$ cat src/rtl/clk_post_stage.sv
`timescale 1ns/1ps
module clk_post_stage #(
  parameter int N1W = 8,
  parameter int N2W = 8
) (
  input  logic           clk,
  input  logic           rst,
  input  logic           src_tick,
  input  logic           ref_tick,
  input  logic           ref_sel,
  input  logic [1:0]     mode,
  input  logic           aux_clk,
  input  logic           aux_n1,
  input  logic           hold,
  input  logic           cnt_rst,
  input  logic [N1W-1:0] n1_mod,
  input  logic [N2W-1:0] n2_mod,
  output logic           clk_p,
  output logic           clk_n,
  output logic           load,
  output logic           n2_out
);
  localparam logic [1:0] SEL_DIV2 = 2'b01;
  localparam logic [1:0] SEL_DIV4 = 2'b10;
  localparam logic [1:0] SEL_AUX  = 2'b11;
  localparam logic [N1W-1:0] N1_ONE = 1;
  localparam logic [N1W-1:0] N1_TWO = 2;
  localparam logic [N2W-1:0] N2_ONE = 1;
  localparam logic [N2W-1:0] N2_TWO = 2;

  logic [1:0]     mode_q, ps_cnt, ps_last;
  logic           tick, aux_mode, mode_chg, ps_fire, scl_rise;
  logic           scl, held, ov_cnt, ov_q, n1_q, n2_q, load_d, load_rise, drv;
  logic [N1W-1:0] n1_cnt, n1_eff, n1_hi;
  logic [N2W-1:0] n2_cnt, n2_eff, n2_hi;

  assign tick     = ref_sel ? ref_tick : src_tick;
  assign aux_mode = (mode_q == SEL_AUX);
  assign mode_chg = (mode != mode_q);

  always_comb begin
    case (mode_q)
      SEL_DIV2: ps_last = 2'd1;
      SEL_DIV4: ps_last = 2'd3;
      default:  ps_last = 2'd0;
    endcase
  end

  assign ps_fire  = tick && !mode_chg && !aux_mode && (ps_cnt >= ps_last);
  assign scl_rise = ps_fire && !scl;

  always_ff @(posedge clk) begin
    if (rst) begin
      mode_q <= 2'b00;
      ps_cnt <= 2'd0;
      scl    <= 1'b0;
    end else if (mode_chg) begin
      mode_q <= mode;
      ps_cnt <= 2'd0;
    end else if (tick && !aux_mode) begin
      if (ps_fire) begin
        ps_cnt <= 2'd0;
        scl    <= ~scl;
      end else begin
        ps_cnt <= ps_cnt + 2'd1;
      end
    end
  end

  assign n1_eff = (n1_mod < N1_TWO) ? N1_TWO : n1_mod;
  assign n1_hi  = n1_eff - (n1_eff >> 1);

  always_ff @(posedge clk) begin
    if (rst || cnt_rst) begin
      n1_cnt <= '0;
      n1_q   <= 1'b0;
    end else if (scl_rise) begin
      if (n1_cnt >= n1_eff - N1_ONE) begin
        n1_cnt <= '0;
        n1_q   <= 1'b0;
      end else begin
        n1_cnt <= n1_cnt + N1_ONE;
        n1_q   <= (n1_cnt + N1_ONE) >= n1_hi;
      end
    end
  end

  always_ff @(posedge clk) begin
    if (rst || cnt_rst) begin
      ov_cnt <= 1'b0;
      ov_q   <= 1'b0;
    end else if (tick) begin
      ov_cnt <= ~ov_cnt;
      if (ov_cnt) ov_q <= ~ov_q;
    end
  end

  assign load      = aux_mode ? aux_n1 : (aux_n1 ? ov_q : n1_q);
  assign load_rise = load && !load_d;

  always_ff @(posedge clk) begin
    if (rst) load_d <= 1'b0;
    else     load_d <= load;
  end

  assign n2_eff = (n2_mod < N2_TWO) ? N2_TWO : n2_mod;
  assign n2_hi  = n2_eff - (n2_eff >> 1);

  always_ff @(posedge clk) begin
    if (rst || cnt_rst) begin
      n2_cnt <= '0;
      n2_q   <= 1'b0;
    end else if (load_rise) begin
      if (n2_cnt >= n2_eff - N2_ONE) begin
        n2_cnt <= '0;
        n2_q   <= 1'b0;
      end else begin
        n2_cnt <= n2_cnt + N2_ONE;
        n2_q   <= (n2_cnt + N2_ONE) >= n2_hi;
      end
    end
  end

  assign n2_out = n2_q;

  always_ff @(posedge clk) begin
    if (rst)                    held <= 1'b0;
    else if (hold)              held <= 1'b1;
    else if (held && load_rise) held <= 1'b0;
  end

  assign drv   = aux_mode ? aux_clk : scl;
  assign clk_p = held | drv;
  assign clk_n = !held && !drv;
endmodule

$ cat config.mk
export PLATFORM = sky130hd
export DESIGN_NAME = clk_post_stage
export DESIGN_NICKNAME = d
export VERILOG_FILES = /design/src/rtl/clk_post_stage.sv
export SDC_FILE = /design/constraint.sdc
export NUM_CORES = 1
export LEC_CHECK = 0
export BUFFER_PORTS_ARGS = -buffer_cell sky130_fd_sc_hd__buf_2
export CAP_MARGIN = 25
export CORE_UTILIZATION = 45
export DETAILED_ROUTE_END_ITERATION = 8
export PLACE_DENSITY = 0.65
export SETUP_SLACK_MARGIN = 0.4
export SYNTH_ARGS = -nofsm -noshare
export SYNTH_HDL_FRONTEND = slang
export SYNTH_SLANG_ARGS = --single-unit
$ cat constraint.sdc
create_clock -name clk -period 6.75 [get_ports clk]
set_input_delay 1.35 -clock clk [delete_from_list [all_inputs] [get_ports clk]]
set_output_delay 1.35 -clock clk [all_outputs]
set_load 0.02 [all_outputs]
==> impl_metrics.json <==
{
  "hold_viol_final": 0,
  "syn_inst": 402,
  "worst_pin_slew_ns": 0.952,
  "post-cts-setup-buffers": 0,
  "drt_iter0_markers": 113,
  "drv_cap": 0,
  "max_freq_ghz": 0.225,
  "total_leakage_power_nw": 1.57,
  "routed_wl_mm": 6.56,
  "cts_buffers": 3,
  "fin_setup_tns_ns": 0,
  "swShare_pct": 33.9,
  "grt_use_met1_pct": 24.1,
  "instances_no_fill": 518,
  "grt_pass1_wl_mm": 11.6,
  "p_switching_mw": 0.136,
  "comb_power_share_pct": 35.4,
  "critical_path_required_ns": 6.91,
  "rsz0062_at_grt": "no",
  "dpl-instance-area_um2": 3370,
  "drive_above_1_share_pct": 9.48,
  "cp-end-kind": "flop",
  "vias": 2686,
  "htree_levels": 1,
  "die_h_um": 85.7,
  "hold_path.class": "flop to flop",
  "p_per_area_nw_per_um2": 117,
  "dp_hpwl_mm": 5.37,
  "row_count": 30,
  "die-area_um2": 7340,
  "hold_slack_ns": 0.509,
  "post_cts_resized": 0,
  "synth_area_leaders": "ha_1 28%, dfxtp_1 17%, xnor2_1 9.5%",
  "grt_busiest_layer": "met2",
  "fin_crit_sh_pct": 65.9,
  "regToRegEndpoint": "n2_out$_SDFFE_PP0P_",
  "grt_pass1_vias": 2551,
  "nFillCells": 656,
  "area_growth_pct": 8.50,
  "port_buffers": 30,
  "fin_ws_ns": 2.30,
  "wl_per_cell_um": 12.7,
  "synth_common_cells": "70 x ha_1, 40 x nand2_1, 36 x inv_1, 34 x xnor2_1, 30 x a21oi_1",
  "crit_path_max_fanout": 12,
  "r2r_slack_ns": 4.44,
  "clkLatencyLatePin_ns": 0.28,
  "ys_seq_elements": 27,
  "clock-sinks": 27,
  "skew_ns": 0.0119,
  "via_per_inst": 5.19,
  "ir_worst_vdd_mv": 0.0697,
  "met2_usage_pct": 35.2,
  "min_from": "n2_cnt[7]$_SDFFE_PP0P_",
  "synth_edf_count": 0,
  "status": "finished, final reports clean",
  "ys_seq_area_share_pct": 17.2,
  "synth_most_common_cell": "ha_1",
  "synth_area_per_cell_um2": 7.84,
  "ctsHoldBuffers": 0,
  "met3_usage_pct": 2.31,
  "place.gp.congestion": 0.790,
  "cts_root_buf": "clkbuf_8",
  "cts_tree": "yes",
  "hold_end": "n2_cnt[7]$_SDFFE_PP0P_",
  "cp-start-kind": "input pin",
  "timing.slew.headroom_pct": 36.4,
  "p_seq_share_pct": 41.0,
  "path_class": "input pin to flop",
  "synth_top_area_share_pct": 27.8,
  "setup_viol": 0,
  "start_util_pct": 46.4,
  "grt-ovfl-total": 0,
  "dp.cells": 514,
  "hold_path_depth": 2,
  "internal_power_mw": 0.265,
  "antenna_found_initial": 0,
  "dieWidth_um": 85.7,
  "ys_async_sr_fraction_pct": 0,
  "firstDrtPassIters": 5,
  "final.min_clock_period_ns": 4.45,
  "ioPinCount": 31,
  "final_core_util_pct": 50.3,
  "num_antenna_cells": 0,
  "grt_max_degree": 21,
  "synth.distinct_cells": 41,
  "drc": 0,
  "nets": 522,
  "syn_area_um2": 3150,
  "fin_area_um2": 3420,
  "clk_pin_slew_ns": 0.10,
  "r2r-start": "n2_cnt[2]$_SDFFE_PP0P_",
  "track_usage_pct": 19.0,
  "slew_viol_final": 0,
  "ys.flop_type": "dfxtp_1",
  "power_mw": 0.401,
  "pre_cts_slack_ns": 1.96,
  "crit_arrival_ns": 4.61,
  "clkPwrFrac_pct": 23.6,
  "syn-num-nets": 501,
  "rr_worst_depth": 8,
  "ant_nets": 0,
  "yosys.area.top_type": "ha_1",
  "core_area_um2": 6790,
  "ys_warn_count": 0,
  "clockBufferDepth": 2
}
area by class of cell:
| cell class | instances | area, um^2 | share of cell area (%) |
|---|---|---|---|
| repair buffers | 31 | 158 | 4.61 |
| multi-input cells | 324 | 2420 | 70.7 |
| flip-flops and latches | 27 | 541 | 15.8 |
| clock buffers | 3 | 41.3 | 1.21 |
| well taps | 96 | 120 | 3.51 |
| inverters | 36 | 135 | 3.95 |
| clock inverters | 1 | 7.51 | 0.220 |
metal layers:
layer	share of wire, %	routed length, um
met1	47	3120
met5	0	0
met3	1.5	100
met4	0.99	65
met2	50	3280
placed cells by master (no fill, tap or decap), drive strengths merged, types with 3 or more instances in the layout:
cell type / n
buf: 31
nand3: 24
nor3b: 3
inv: 36
nor2: 26
o21bai: 5
ha: 70
nand2: 40
dfxtp: 27
a21oi: 31
xor2: 5
a211oi: 4
o21ai: 12
xnor2: 34
o22ai: 4
clkbuf: 3
nor2b: 7
mux2i: 3
o31ai: 6
nor3: 9
or3: 5
a31oi: 3
nand2b: 8
or2: 4
sequential cells by signal, summed over array words and instances, names as in the netlist:
register / flops
n2_cnt: 8
n1_q: 1
ov_q: 1
held: 1
ps_cnt: 2
n2_out: 1
scl: 1
load_d: 1
mode_q: 2
ov_cnt: 1
n1_cnt: 8
worst max path at each step:
stage | from | end | cells past startpoint
2_1_floorplan | n2_mod[7] | n2_cnt[2]$_SDFFE_PP0P_ | 17
3_3_place_gp | n2_mod[7] | n2_out$_SDFFE_PP0P_ | 17
3_5_place_dp | n2_mod[7] | n2_out$_SDFFE_PP0P_ | 17
4_1_cts | n2_mod[7] | n2_out$_SDFFE_PP0P_ | 17
5_1_grt | n2_mod[7] | n2_out$_SDFFE_PP0P_ | 18
6_report | n2_mod[7] | n2_out$_SDFFE_PP0P_ | 18
critical path, cell delays in order:
cell and delay [ns]:
buf_2 0.11, inv_1 0.07, ha_1 0.14, nor4b_1 0.23, nand3_1 0.23, nand2b_1 0.19
inv_1 0.13, ha_1 0.22, o21ai_0 0.16, a41oi_1 0.10, xnor2_1 0.24, ha_1 0.28
a211oi_1 0.21, nor2_1 0.07, a211oi_1 0.21, buf_4 0.22, nor2_1 0.05, a2111oi_0 0.40
cells by family after synthesis:
| group | after synthesis | share of synthesized area (%) |
|---|---|---|
| compound gates | 76 | 14.9 |
| flops | 27 | 17.2 |
| xor+xnor | 39 | 10.8 |
| fa+ha+maj | 72 | 29.1 |
| buf+inv | 51 | 6.16 |
| simple gates | 134 | 20.9 |
| mux | 3 | 0.953 |
power by group through the flow:
stage | Sequential [mW] | Clock, mW | Combinational [mW]
4_1_cts | 0.164 | 0.0982 | 0.143
5_1_grt | 0.165 | 0.105 | 0.162
2_1_floorplan | 0.168 | 0 | 0.107
3_5_place_dp | 0.168 | 0 | 0.142
6_report | 0.164 | 0.0946 | 0.142
3_3_place_gp | 0.168 | 0 | 0.138
(Power assumes the default switching activity.)
